<file path="src/rtl/dcq_pkg.sv">
package dcq_pkg;

  typedef enum logic [1:0] {
    MODE_SOLO   = 2'd0,
    MODE_MASTER = 2'd1,
    MODE_SLAVE  = 2'd2
  } dcq_mode_e;

  // Expansion link: separate active-low fields for the two tokens
  typedef struct packed {
    logic wtok_n;
    logic rtok_n;
  } xlink_t;

  // Mode choice sampled during reset
  function automatic dcq_mode_e decode_mode(input logic xi_w_n, input logic first_n);
    if (!xi_w_n)       return MODE_SOLO;
    else if (!first_n) return MODE_MASTER;
    else               return MODE_SLAVE;
  endfunction

  // Half-full test: strictly more than half of the slice occupied
  function automatic logic over_half(input int unsigned used, input int unsigned depth);
    return used > (depth / 2);
  endfunction

endpackage

</file>
<file path="src/rtl/dcq_mode_latch.sv">
module dcq_mode_latch
  import dcq_pkg::*;
(
  input  logic      clk,
  input  logic      rst_n,
  input  logic      xi_w_n,
  input  logic      first_n,
  output dcq_mode_e mode_now,
  output dcq_mode_e mode_q
);

  assign mode_now = decode_mode(xi_w_n, first_n);

  // Mode follows the pins only while reset is held
  always_ff @(posedge clk) begin
    if (!rst_n) mode_q <= mode_now;
  end

endmodule

</file>
<file path="src/rtl/dcq_token.sv">
module dcq_token (
  input  logic clk,
  input  logic rst_n,
  input  logic init_hold,
  input  logic solo,
  input  logic pulse_in_n,
  input  logic fire_last,
  output logic holds,
  output logic pulse_out_n
);

  logic tok_q;
  logic pls_q;

  always_ff @(posedge clk) begin
    if (!rst_n) begin
      tok_q <= init_hold;
      pls_q <= 1'b1;
    end else begin
      pls_q <= !(fire_last && !solo);
      if (solo)               tok_q <= 1'b1;
      else if (fire_last)     tok_q <= 1'b0;
      else if (!pulse_in_n)   tok_q <= 1'b1;
    end
  end

  // An arriving pulse grants the token in that same cycle (R5: no gap)
  assign holds       = solo | tok_q | !pulse_in_n;
  assign pulse_out_n = pls_q;

endmodule

</file>
<file path="src/rtl/dcq_store.sv">
module dcq_store #(
  parameter int DW    = 9,
  parameter int DEPTH = 4
) (
  input  logic          clk,
  input  logic          rst_n,
  input  logic          wr_fire,
  input  logic [DW-1:0] wr_data,
  input  logic          rd_fire,
  output logic [$clog2(DEPTH+1)-1:0] used,
  output logic          w_last,
  output logic          r_last,
  output logic [DW-1:0] q,
  output logic          q_vld
);

  localparam int AW = (DEPTH > 1) ? $clog2(DEPTH) : 1;
  localparam int CW = $clog2(DEPTH+1);

  logic [DW-1:0] mem [DEPTH];
  logic [AW-1:0] wptr, rptr;
  logic [CW-1:0] cnt;

  function automatic logic [AW-1:0] bump(input logic [AW-1:0] p);
    return (p == AW'(DEPTH-1)) ? '0 : p + 1'b1;
  endfunction

  always_ff @(posedge clk) begin
    if (wr_fire) mem[wptr] <= wr_data;
  end

  always_ff @(posedge clk) begin
    if (!rst_n) begin
      wptr  <= '0;
      rptr  <= '0;
      cnt   <= '0;
      q     <= '0;
      q_vld <= 1'b0;
    end else begin
      if (wr_fire) wptr <= bump(wptr);
      if (rd_fire) begin
        rptr <= bump(rptr);
        q    <= mem[rptr];
      end
      q_vld <= rd_fire;
      case ({wr_fire, rd_fire})
        2'b10:   cnt <= cnt + 1'b1;
        2'b01:   cnt <= cnt - 1'b1;
        default: cnt <= cnt;
      endcase
    end
  end

  assign used   = cnt;
  assign w_last = (wptr == AW'(DEPTH-1));
  assign r_last = (rptr == AW'(DEPTH-1));

endmodule

</file>
<file path="src/rtl/dcq_slice.sv">
module dcq_slice
  import dcq_pkg::*;
#(
  parameter int DW    = 9,
  parameter int DEPTH = 4
) (
  input  logic          clk,
  input  logic          rst_n,
  input  xlink_t        xi_n,
  input  logic          first_n,
  input  logic          wr_en,
  input  logic [DW-1:0] wr_data,
  input  logic          rd_en,
  output xlink_t        xo_n,
  output logic          full_n,
  output logic          empty_n,
  output logic          hf_n,
  output logic [DW-1:0] q,
  output logic          q_vld,
  output logic          wr_hold,
  output logic          rd_hold,
  output logic          wr_fire,
  output logic          rd_fire
);

  localparam int CW = $clog2(DEPTH+1);

  dcq_mode_e     mode_now, mode_q;
  logic          solo;
  logic          init_hold;
  logic [CW-1:0] used;
  logic          w_last, r_last;
  logic          is_full, is_empty;
  logic [1:0]    last_v, pin_n, pout_n, hold_v;

  dcq_mode_latch u_mode (
    .clk      (clk),
    .rst_n    (rst_n),
    .xi_w_n   (xi_n.wtok_n),
    .first_n  (first_n),
    .mode_now (mode_now),
    .mode_q   (mode_q)
  );

  assign solo      = (mode_q == MODE_SOLO);
  assign init_hold = (mode_now == MODE_MASTER) || (mode_now == MODE_SOLO);

  assign is_full  = (used == CW'(DEPTH));
  assign is_empty = (used == '0);

  // Index 0: write token, index 1: read token
  assign wr_hold = hold_v[0];
  assign rd_hold = hold_v[1];
  assign wr_fire = wr_en && wr_hold && !is_full;
  assign rd_fire = rd_en && rd_hold && !is_empty;

  assign last_v = {rd_fire && r_last, wr_fire && w_last};
  assign pin_n  = {xi_n.rtok_n, xi_n.wtok_n};

  for (genvar k = 0; k < 2; k++) begin : g_tok
    dcq_token u_tok (
      .clk         (clk),
      .rst_n       (rst_n),
      .init_hold   (init_hold),
      .solo        (solo),
      .pulse_in_n  (pin_n[k]),
      .fire_last   (last_v[k]),
      .holds       (hold_v[k]),
      .pulse_out_n (pout_n[k])
    );
  end

  dcq_store #(.DW(DW), .DEPTH(DEPTH)) u_store (
    .clk     (clk),
    .rst_n   (rst_n),
    .wr_fire (wr_fire),
    .wr_data (wr_data),
    .rd_fire (rd_fire),
    .used    (used),
    .w_last  (w_last),
    .r_last  (r_last),
    .q       (q),
    .q_vld   (q_vld)
  );

  // Only the token holder reports a flag condition
  assign full_n  = !(wr_hold && is_full);
  assign empty_n = !(rd_hold && is_empty);
  assign hf_n    = !(solo && over_half(32'(used), DEPTH));

  // Standalone: the write field carries half-full instead of a token
  assign xo_n.wtok_n = solo ? hf_n : pout_n[0];
  assign xo_n.rtok_n = solo ? 1'b1 : pout_n[1];

endmodule

</file>
<file path="src/rtl/dcq_ring.sv">
module dcq_ring
  import dcq_pkg::*;
#(
  parameter int DW         = 9,
  parameter int DEPTH      = 4,
  parameter int NUM_SLICES = 3
) (
  input  logic                  clk,
  input  logic                  rst_n,
  input  logic                  ring_en,
  input  logic                  wr_en,
  input  logic [DW-1:0]         wr_data,
  input  logic                  rd_en,
  output logic [DW-1:0]         rd_data,
  output logic                  rd_valid,
  output logic                  full_n,
  output logic                  empty_n,
  output logic                  half_full_n,
  output logic [NUM_SLICES-1:0] wr_sel,
  output logic [NUM_SLICES-1:0] rd_sel
);

  xlink_t                xo_v [NUM_SLICES];
  xlink_t                xi_v [NUM_SLICES];
  logic [DW-1:0]         q_v  [NUM_SLICES];
  logic [NUM_SLICES-1:0] q_vld_v, full_v, empty_v, hf_v;
  logic [NUM_SLICES-1:0] wr_fire, rd_fire;

  for (genvar i = 0; i < NUM_SLICES; i++) begin : g_slice
    if (i == 0) begin : g_head
      // First slice: closes the ring, or sees a low write field for standalone
      assign xi_v[i] = ring_en ? xo_v[NUM_SLICES-1] : xlink_t'(2'b00);
    end else begin : g_tail
      assign xi_v[i] = ring_en ? xo_v[i-1] : xlink_t'(2'b11);
    end

    dcq_slice #(.DW(DW), .DEPTH(DEPTH)) u_slice (
      .clk     (clk),
      .rst_n   (rst_n),
      .xi_n    (xi_v[i]),
      .first_n ((i == 0) ? 1'b0 : 1'b1),
      .wr_en   (wr_en),
      .wr_data (wr_data),
      .rd_en   (rd_en),
      .xo_n    (xo_v[i]),
      .full_n  (full_v[i]),
      .empty_n (empty_v[i]),
      .hf_n    (hf_v[i]),
      .q       (q_v[i]),
      .q_vld   (q_vld_v[i]),
      .wr_hold (wr_sel[i]),
      .rd_hold (rd_sel[i]),
      .wr_fire (wr_fire[i]),
      .rd_fire (rd_fire[i])
    );
  end

  // Composite flags: any asserted active-low flag asserts the result
  assign full_n      = &full_v;
  assign empty_n     = &empty_v;
  assign half_full_n = &hf_v;

  // Shared output wiring modelled as a select by the slice that read
  always_comb begin
    rd_data = '0;
    for (int i = 0; i < NUM_SLICES; i++) begin
      if (q_vld_v[i]) rd_data = q_v[i];
    end
  end
  assign rd_valid = |q_vld_v;

endmodule

</file>
<file path="config.mk">
export PLATFORM = sky130hd
export DESIGN_NAME = dcq_ring
export DESIGN_NICKNAME = d
export VERILOG_FILES = /design/src/rtl/dcq_pkg.sv /design/src/rtl/dcq_mode_latch.sv /design/src/rtl/dcq_token.sv /design/src/rtl/dcq_store.sv /design/src/rtl/dcq_slice.sv /design/src/rtl/dcq_ring.sv
export SDC_FILE = /design/constraint.sdc
export NUM_CORES = 1
export LEC_CHECK = 0
export ABC_AREA = 0
export BUFFER_PORTS_ARGS = -buffer_cell sky130_fd_sc_hd__buf_2
export CAP_MARGIN = 40
export CORE_MARGIN = 1
export CORE_UTILIZATION = 40
export CTS_BUF_LIST = sky130_fd_sc_hd__clkbuf_4 sky130_fd_sc_hd__clkbuf_8 sky130_fd_sc_hd__clkbuf_16
export DETAILED_ROUTE_END_ITERATION = 10
export PLACE_DENSITY = 0.66
export SYNTH_ARGS = -nofsm -noshare
export SYNTH_HDL_FRONTEND = slang
export SYNTH_SLANG_ARGS = --single-unit
</file>
<file path="constraint.sdc">
create_clock -name clk -period 2.6 [get_ports clk]
set_input_delay 0.52 -clock clk [delete_from_list [all_inputs] [get_ports clk]]
set_output_delay 0.52 -clock clk [all_outputs]
set_load 0.01 [all_outputs]
</file>
== After elaboration in Yosys (flattened, before gate mapping) ==
Memories as Yosys holds them, arrays and structs flattened. A register that Yosys moved wholly into a read port is not among the register bits.
Index checks and enable logic that the tools add are counted.

* Register bits: 42
* Bits in latches: 0
* RAM bits: 108
* Bits in read-only memories: 0
* Bits of input ports: 14
* Output and inout port bits: 19
* Word-level logic and storage cells: 220
* Memories kept: 3

* Add/subtract/negate cells: 12
* Multiply operators: 0
* Div/mod/pow operators: 0
* Order comparisons: 3
* Equality and inequality tests: 24
* Shift-type cells: 0
* Muxes and demuxes: 54
* Bitwise operators: 12
* Reductions and logical operators: 85

{| class="wikitable"
|+ Memory list
! memory !! depth !! width !! rd ports !! clocked after memory_dff !! wr ports !! line !! text
|-
| g_slice[0].u_slice.u_store.mem || 4 || 9 || 1 || 1 || 1 || dcq_store.sv:20 || <nowiki>logic [DW-1:0] mem [DEPTH];</nowiki>
|-
| g_slice[1].u_slice.u_store.mem || 4 || 9 || 1 || 1 || 1 || dcq_store.sv:20 ||
|-
| g_slice[2].u_slice.u_store.mem || 4 || 9 || 1 || 1 || 1 || dcq_store.sv:20 ||
|}

{| class="wikitable"
|+ Operator list
! kind !! count
|-
| 2-to-1 mux 1 bit || 37
|-
| logical AND 1 bit || 33
|-
| logical NOT 1 bit || 33
|-
| 2-to-1 mux 9 bit || 3
|-
| != test 4 bit, second input constant || 6
|-
| 2-to-1 mux 2 bit || 11
|-
| == test 2 bit, second input constant || 9
|-
| one-hot mux 3 bit (2 select lines) || 3
|-
| adder 2 x 1 -> 2 bit, second input constant || 6
|-
| logical NOT 2 bit || 6
|-
| bitwise OR 1 bit || 12
|-
| == test 2 x 1 -> 1 bit, second input constant || 5
|-
| adder 3 x 1 -> 3 bit, second input constant || 3
|-
| == test 3 bit, second input constant || 3
|-
| greater-than comparator 3 x 2 -> 1 bit, second input constant || 3
|-
| logical NOT 3 bit || 3
|-
| AND reduction 3 bit || 3
|-
| subtractor 3 x 1 -> 3 bit, second input constant || 3
|-
| nonzero test 2 bit || 3
|-
| logical OR 1 bit || 3
|-
| OR reduction 3 bit || 1
|-
| == test 1 bit, second input constant || 1
|}

== Longest topological paths before layout ==
* Depth after elaboration: 13
* Gate-level depth with buffers: 12
* Depth with buffers taken out: 10

== Cells and area by module ==
Synthesis repeated with hierarchy kept, for this count alone.

* Cells, all modules: 548
* Area, all modules: 7637.3 um2

{| class="wikitable"
|+ Modules (own cells, without submodules)
! module !! times used !! cells an instance !! area an instance (um2) !! sequential area each (um2)
|-
| dcq_store (g_slice[1].u_slice.u_store ...) || 2 || 130 || 2072.0 || 1421.4
|-
| dcq_store (g_slice[0].u_slice.u_store) || 1 || 134 || 2082.0 || 1421.4
|-
| dcq_token || 6 || 7 || 96.3 || 50.0
|-
| dcq_ring || 1 || 52 || 326.6 || 0.0
|-
| dcq_slice || 3 || 15 || 88.8 || 0.0
|-
| dcq_mode_latch || 3 || 5 || 80.1 || 60.1
|}

== Worst setup path before layout ==
Ideal clock, no wire load.

* Path type: reg2reg
* Start: reg g_slice[0].u_slice.u_mode.mode_q[0]
* End: reg g_slice[1].u_slice.u_store.cnt[2]
* Setup time: 70 ps
* Arrival: 2601 ps
* Required time: 2530 ps
* Path slack: -71 ps
* Cell stages (with the launch flop): 13
* Path buffers: 2
* Period minus slack after synthesis: 2671 ps
* Cell sequence: edfxtp_1 > buf_2 > a211o_1 > a311o_1 > and3_1 > buf_2 > inv_1 > ha_1 > inv_1 > fa_1 > xor2_1 > or3_1 > a21oi_1

* Longest elaborated chain between the ends: 11
* Elaborated cells on any way between the ends: 18
* Those cells by class: 2 x eq/ne; 4 x mux; 2 x bitwise; 10 x reduce/logical

{| class="wikitable"
|+ Ends and longest elaborated chain
! element !! line !! text
|-
| start, declared || dcq_mode_latch.sv:9 || <nowiki>output dcq_mode_e mode_q</nowiki>
|-
| start signal, assigned || dcq_mode_latch.sv:16 || <nowiki>if (!rst_n) mode_q <= mode_now;</nowiki>
|-
| logical NOT 2 bit * || dcq_slice.sv:45 || <nowiki>assign solo = (mode_q == MODE_SOLO);</nowiki>
|-
| logical AND 1 bit || dcq_slice.sv:89 || <nowiki>assign hf_n = !(solo && over_half(32'(used), DEPTH));</nowiki>
|-
| logical NOT 1 bit || dcq_slice.sv:89 ||
|-
| 2-to-1 mux 1 bit * || dcq_slice.sv:92 || <nowiki>assign xo_n.wtok_n = solo ? hf_n : pout_n[0];</nowiki>
|-
| 2-to-1 mux 2 bit * || dcq_ring.sv:34 || <nowiki>assign xi_v[i] = ring_en ? xo_v[i-1] : xlink_t'(2'b11);</nowiki>
|-
| logical NOT 1 bit * || dcq_token.sv:28 || <nowiki>assign holds = solo | tok_q | !pulse_in_n;</nowiki>
|-
| bitwise OR 1 bit * || dcq_token.sv:28 ||
|-
| via g_slice[1].u_slice.g_tok[0].u_tok.holds || dcq_token.sv:8 || <nowiki>output logic holds,</nowiki>
|-
| logical AND 1 bit * (2 in a row) || dcq_slice.sv:54 || <nowiki>assign wr_fire = wr_en && wr_hold && !is_full;</nowiki>
|-
| == test 2 x 1 -> 1 bit / == test 2 bit (equally long branches) || dcq_store.sv:46 || <nowiki>case ({wr_fire, rd_fire})</nowiki>
|-
| one-hot mux 3 bit (2 select lines) / nonzero test 2 bit (equally long branches) || -- ||
|-
| end signal, assigned || dcq_store.sv:47 || <nowiki>2'b10: cnt <= cnt + 1'b1;</nowiki>
|-
| end signal, assigned || dcq_store.sv:48 || <nowiki>2'b01: cnt <= cnt - 1'b1;</nowiki>
|-
| end signal, assigned || dcq_store.sv:49 || <nowiki>default: cnt <= cnt;</nowiki>
|-
| end, declared || dcq_store.sv:22 || <nowiki>logic [CW-1:0] cnt;</nowiki>
|}

The timed path passes the listed nets; every way through them passes the cells marked *.
A chain may end at the register's enable or synchronous reset.

== Worst setup path after layout ==
* Start: reg g_slice[2].u_slice.u_store.cnt[2]
* End: reg g_slice[0].u_slice.u_store.cnt[2]

* Longest elaborated chain between the ends: 11
* Elaborated cells on any way between the ends: 13
* Those cells by class: 1 x order compare; 2 x eq/ne; 3 x mux; 1 x bitwise; 6 x reduce/logical

{| class="wikitable"
|+ Ends and longest elaborated chain
! element !! line !! text
|-
| start, declared || dcq_store.sv:22 ||
|-
| start signal, assigned || dcq_store.sv:47 ||
|-
| start signal, assigned || dcq_store.sv:48 ||
|-
| start signal, assigned || dcq_store.sv:49 ||
|-
| greater-than comparator 3 x 2 -> 1 bit * || dcq_pkg.sv:24 || <nowiki>return used > (depth / 2);</nowiki>
|-
| logical AND 1 bit * || dcq_slice.sv:89 ||
|-
| logical NOT 1 bit * || dcq_slice.sv:89 ||
|-
| 2-to-1 mux 1 bit * || dcq_slice.sv:92 ||
|-
| 2-to-1 mux 2 bit * || dcq_ring.sv:32 || <nowiki>assign xi_v[i] = ring_en ? xo_v[NUM_SLICES-1] : xlink_t'(2'b00);</nowiki>
|-
| logical NOT 1 bit * || dcq_token.sv:28 ||
|-
| bitwise OR 1 bit * || dcq_token.sv:28 ||
|-
| logical AND 1 bit * (2 in a row) || dcq_slice.sv:54 ||
|-
| == test 2 x 1 -> 1 bit / == test 2 bit (equally long branches) || dcq_store.sv:46 ||
|-
| one-hot mux 3 bit (2 select lines) / nonzero test 2 bit (equally long branches) || -- ||
|-
| end signal, assigned || dcq_store.sv:47 ||
|-
| end signal, assigned || dcq_store.sv:48 ||
|-
| end signal, assigned || dcq_store.sv:49 ||
|-
| end, declared || dcq_store.sv:22 ||
|}

Mark *: on every way between the ends. The rest lies on a longest branch, timed or not.

==> summary.txt <==
Pwr
  • LEAKAGE: 0.00302 uW
  • Psw: roughly 2200 uW
  • Clk pwr share: 0.360
  • Worst VDD drop: around 0.00055 V
  • Sequential power share: 0.453
  • Cell Int Power: approximately 5600 uW
  • PD cells: about 900 nW/um^2
  • Combinational share of power: 0.187
  • Sw Share: 0.280

Timing
  • Fin crit share: 0.978
  • WHS: 0.460 ns
  • TNS Setup: 0 ns
  • Max-slew violation count: 0
  • Fmax: approximately 0.4 GHz
  • Final Hold Fails: 0
  • Setup violators final: 0
  • Clock skew: 0.00930 ns
  • Post-layout minimum cycle time: approximately 2.5 ns
  • Tightest Pin Transition: around 0.77 ns
  • RSZ-0062 raised after global routing: true
  • Setup ws final: roughly 0.057 ns
  • Max transition margin: 0.489

Synth
  • Largest family of logic cells by synthesized area: multiplexers
  • Synth Area in Simple Gates: 0.101
  • Synthesized area per cell: around 13 um^2
  • Ys Warns: 0
  • Cell taking the most area after synthesis: edfxtp_1
  • Mux share of post-synthesis cell area: 0.119
  • Register area share after synthesis: 0.640
  • Synthesized instance count: roughly 540
  • Synth Area in Compound Gates: 0.0540
  • Adder-cell share of the synthesized area: 0.0392
  • Number of library cell types mapped by synthesis: 37
  • #FFs+latches synth: 174
  • Synth top area cells: edfxtp_1, dfxtp_1, mux4_2
  • Top-area cell type share of the netlist area: 0.483
  • Post-synthesis xor/xnor area fraction: 0.00723
  • Post-synthesis net count: between 500 and 600
  • Mapped Area: ~7300 um^2

Finish
  • NumNets Final: around 620
  • Area growth, synth to finish: 16.5%
  • Layout cells sized above 1: 0.220
  • Most frequent cells in the layout: edfxtp_1, nand2_1, dfxtp_1
  • Diode count: 0
  • Commonest non-fill, non-tap cell in the layout: edfxtp_1

Global route
  • Vias in the first global route: approximately 4.5k
  • Largest net degree at the start of global routing: 23
  • All-Layer GR Usage: 0.178
  • Initial antenna violation count: 0
  • Total gr overflow: 0
  • First-pass GRT wire length: between 20000 and 25000 um

Critical path
  • CP max stage delay: 0.37 ns
  • CP Max Fanout: 7
  • Worst path required time: between 2 and 3 ns
  • CP Buf/Inv Count: 2
  • Crit-path leading delay family: compound AO/OA/AOI/OAI gates
  • Slowest CP cell: dfxtp_1
  • Crit-path cells: a211o_1 -> a211o_1 -> and3_1 -> inv_1 -> ha_2 -> inv_1 -> fa_1 -> xor2_1 -> or3_1 -> a21oi_2
  • WS Path Type: reg2reg
  • Crit path DAT: 2.91 ns
  • Crit start category: flip-flop
  • CP Capture Type: flip-flop

Drt
  • Met2 wire length: between 7000 and 8000 um
  • Vias per cell: about 5.3
  • WL/cell: approximately 19 um
  • Met3 routed WL: roughly 750 um
  • Drt drc: 0
  • Top sig layer: met4
  • Met1 WL: just under 7000 um
  • Initial DRC Count: 321
  • Antenna violation net count after detailed routing: 0
  • Total number of vias: ~4.4k
  • Routed Wire Length: approximately 15000 um
  • Pre-Repair DR Iteration Count: 4

Clock tree
  • # hold bufs at CTS: 0
  • CTS tree: built
  • Max Root-Sink Buffers: 2
  • H-tree levels: 4
  • Clk_lat worst skew: 0.43 ns
  • Clock slew at reported path FFs: 0.07 ns
  • Clk sinks: between 150 and 200
  • CTS Root Cell: clkbuf_16
  • Total CTS buffers: 17

Job
  • Max-cap violations: 0

Placement
  • Pre-CTS setup slack: approximately 0.045 ns
  • GPL Wtd Cong: 0.840
  • Buffers on Ports: 32
  • Hpwl dp: about 10000 um

Floorplan
  • Initial core utilization: 0.415
  • I/O pin cnt: 33
  • Core box area: between 15000 and 20000 um^2
  • Die area: between 15000 and 20000 um^2
  • Row count: between 40 and 50
  • Vert. Die Dim: between 100 and 150 um
  • Die width: ~140 um

Worst hold path
  • Worst Hold Class: in2reg

Outcome
  • Status: finished, final reports clean
==> through the flow <==
step	instance area, um^2	total power [uW]	std cells	utilization
6_report	8470	7750	821	0.483
3_3_place_gp	7720	4900	785	0.440
5_1_grt	8470	8090	821	0.483
3_5_place_dp	7720	4970	785	0.440
4_1_cts	8410	7790	818	0.480
2_1_floorplan	7290	4490	541	-
==> cell usage after synthesis <==
cell type and instances:
edfxtp_1 117, nand2_1 61, dfxtp_1 57, nor2_1 46, a21oi_1 31, inv_1 30
mux4_2 27, mux2i_1 26, ha_1 18, clkbuf_1 15, or3_1 15, o21ai_0 13
and2_1 12, a211o_1 7, nand4_1 7, and3_1 6, buf_2 6, buf_4 6
nor2b_1 6, xor2_1 6, buf_1 5, fa_1 3, a311o_1 2, a311oi_1 2
a41oi_1 2, buf_6 2, nand3_1 2, nor3_1 2, a2111o_1 1, a31oi_1 1
and3b_1 1, nand3b_1 1, nor4_1 1, o22ai_1 1, o311ai_1 1, o311ai_2 1
o31ai_1 1
==> registers in the layout, indices dropped and copies added, names as in the netlist <==
name	cells
g_slice.u_slice.u_store.mem	108
g_slice.u_slice.u_store.q	27
g_slice.u_slice.u_store.used	9
g_slice.u_slice.g_tok.u_tok.pulse_out_n	6
g_slice.u_slice.g_tok.u_tok.tok_q	6
g_slice.u_slice.u_store.rptr	6
g_slice.u_slice.u_store.wptr	6
g_slice.u_slice.u_mode.mode_q	3
g_slice.u_slice.u_store.q_vld	3
==> cell type report <==
| cell class | instances | area, um^2 |
|---|---|---|
| Fill cell | 1521 | 9070 |
| Timing Repair Buffer | 57 | 363 |
| Clock buffer | 17 | 425 |
| Clock inverter | 15 | 230 |
| Sequential cell | 174 | 4650 |
| Tap cell | 225 | 282 |
| Multi-Input combinational cell | 303 | 2400 |
| Inverter | 30 | 113 |
==> power groups by stage <==
stage | logic, uW | registers [uW] | clock network [uW]
after global placement | 1350 | 3550 | 0
final | 1450 | 3510 | 2790
after global routing | 1600 | 3550 | 2940
after detailed placement | 1400 | 3570 | 0
after floorplan | 1060 | 3430 | 0
after CTS | 1440 | 3510 | 2830
==> routing by layer <==
layer	global-route usage	vias up
li1	-	2039
met1	0.227	2191
met2	0.298	107
met3	0.0437	17
met4	0.0574	0
met5	0	-
==> cell families (layout without fill, tap and decap cells) <==
kind of cell / count (synthesis) / after routing
adders and majority gates: 21 / 21
and+or+nand+nor: 160 / 160
xor gates and xnor gates: 6 / 6
AOI/OAI and AO/OA: 63 / 63
DFF: 174 / 174
muxes: 53 / 53
buffers and inverters: 64 / 119
==> repair_timing <==
action                                  4_1_cts  5_1_grt
pin swaps                                     2        8
resized for setup                             7        8
setup buffers                                 1        3
endpoints found under the setup margin        1        5
==> path summary, 6_finish.rpt <==
path / from / to / slack, ns / depth (start not counted)
setup / recovery: g_slice[2].u_slice.u_store.used[2] / g_slice[0].u_slice.u_store.used[2] / 0.06 / 10
hold / removal: wr_data[0] / g_slice[1].u_slice.u_store.mem[1][0] / 0.46 / 1
setup reg to reg: g_slice[2].u_slice.u_store.used[2] / g_slice[0].u_slice.u_store.used[2] / 0.06 / 10
hold reg to reg: g_slice[1].u_slice.u_store.q[4] / g_slice[1].u_slice.u_store.q[4] / 0.46 / 2
(Power assumes the default switching activity.)
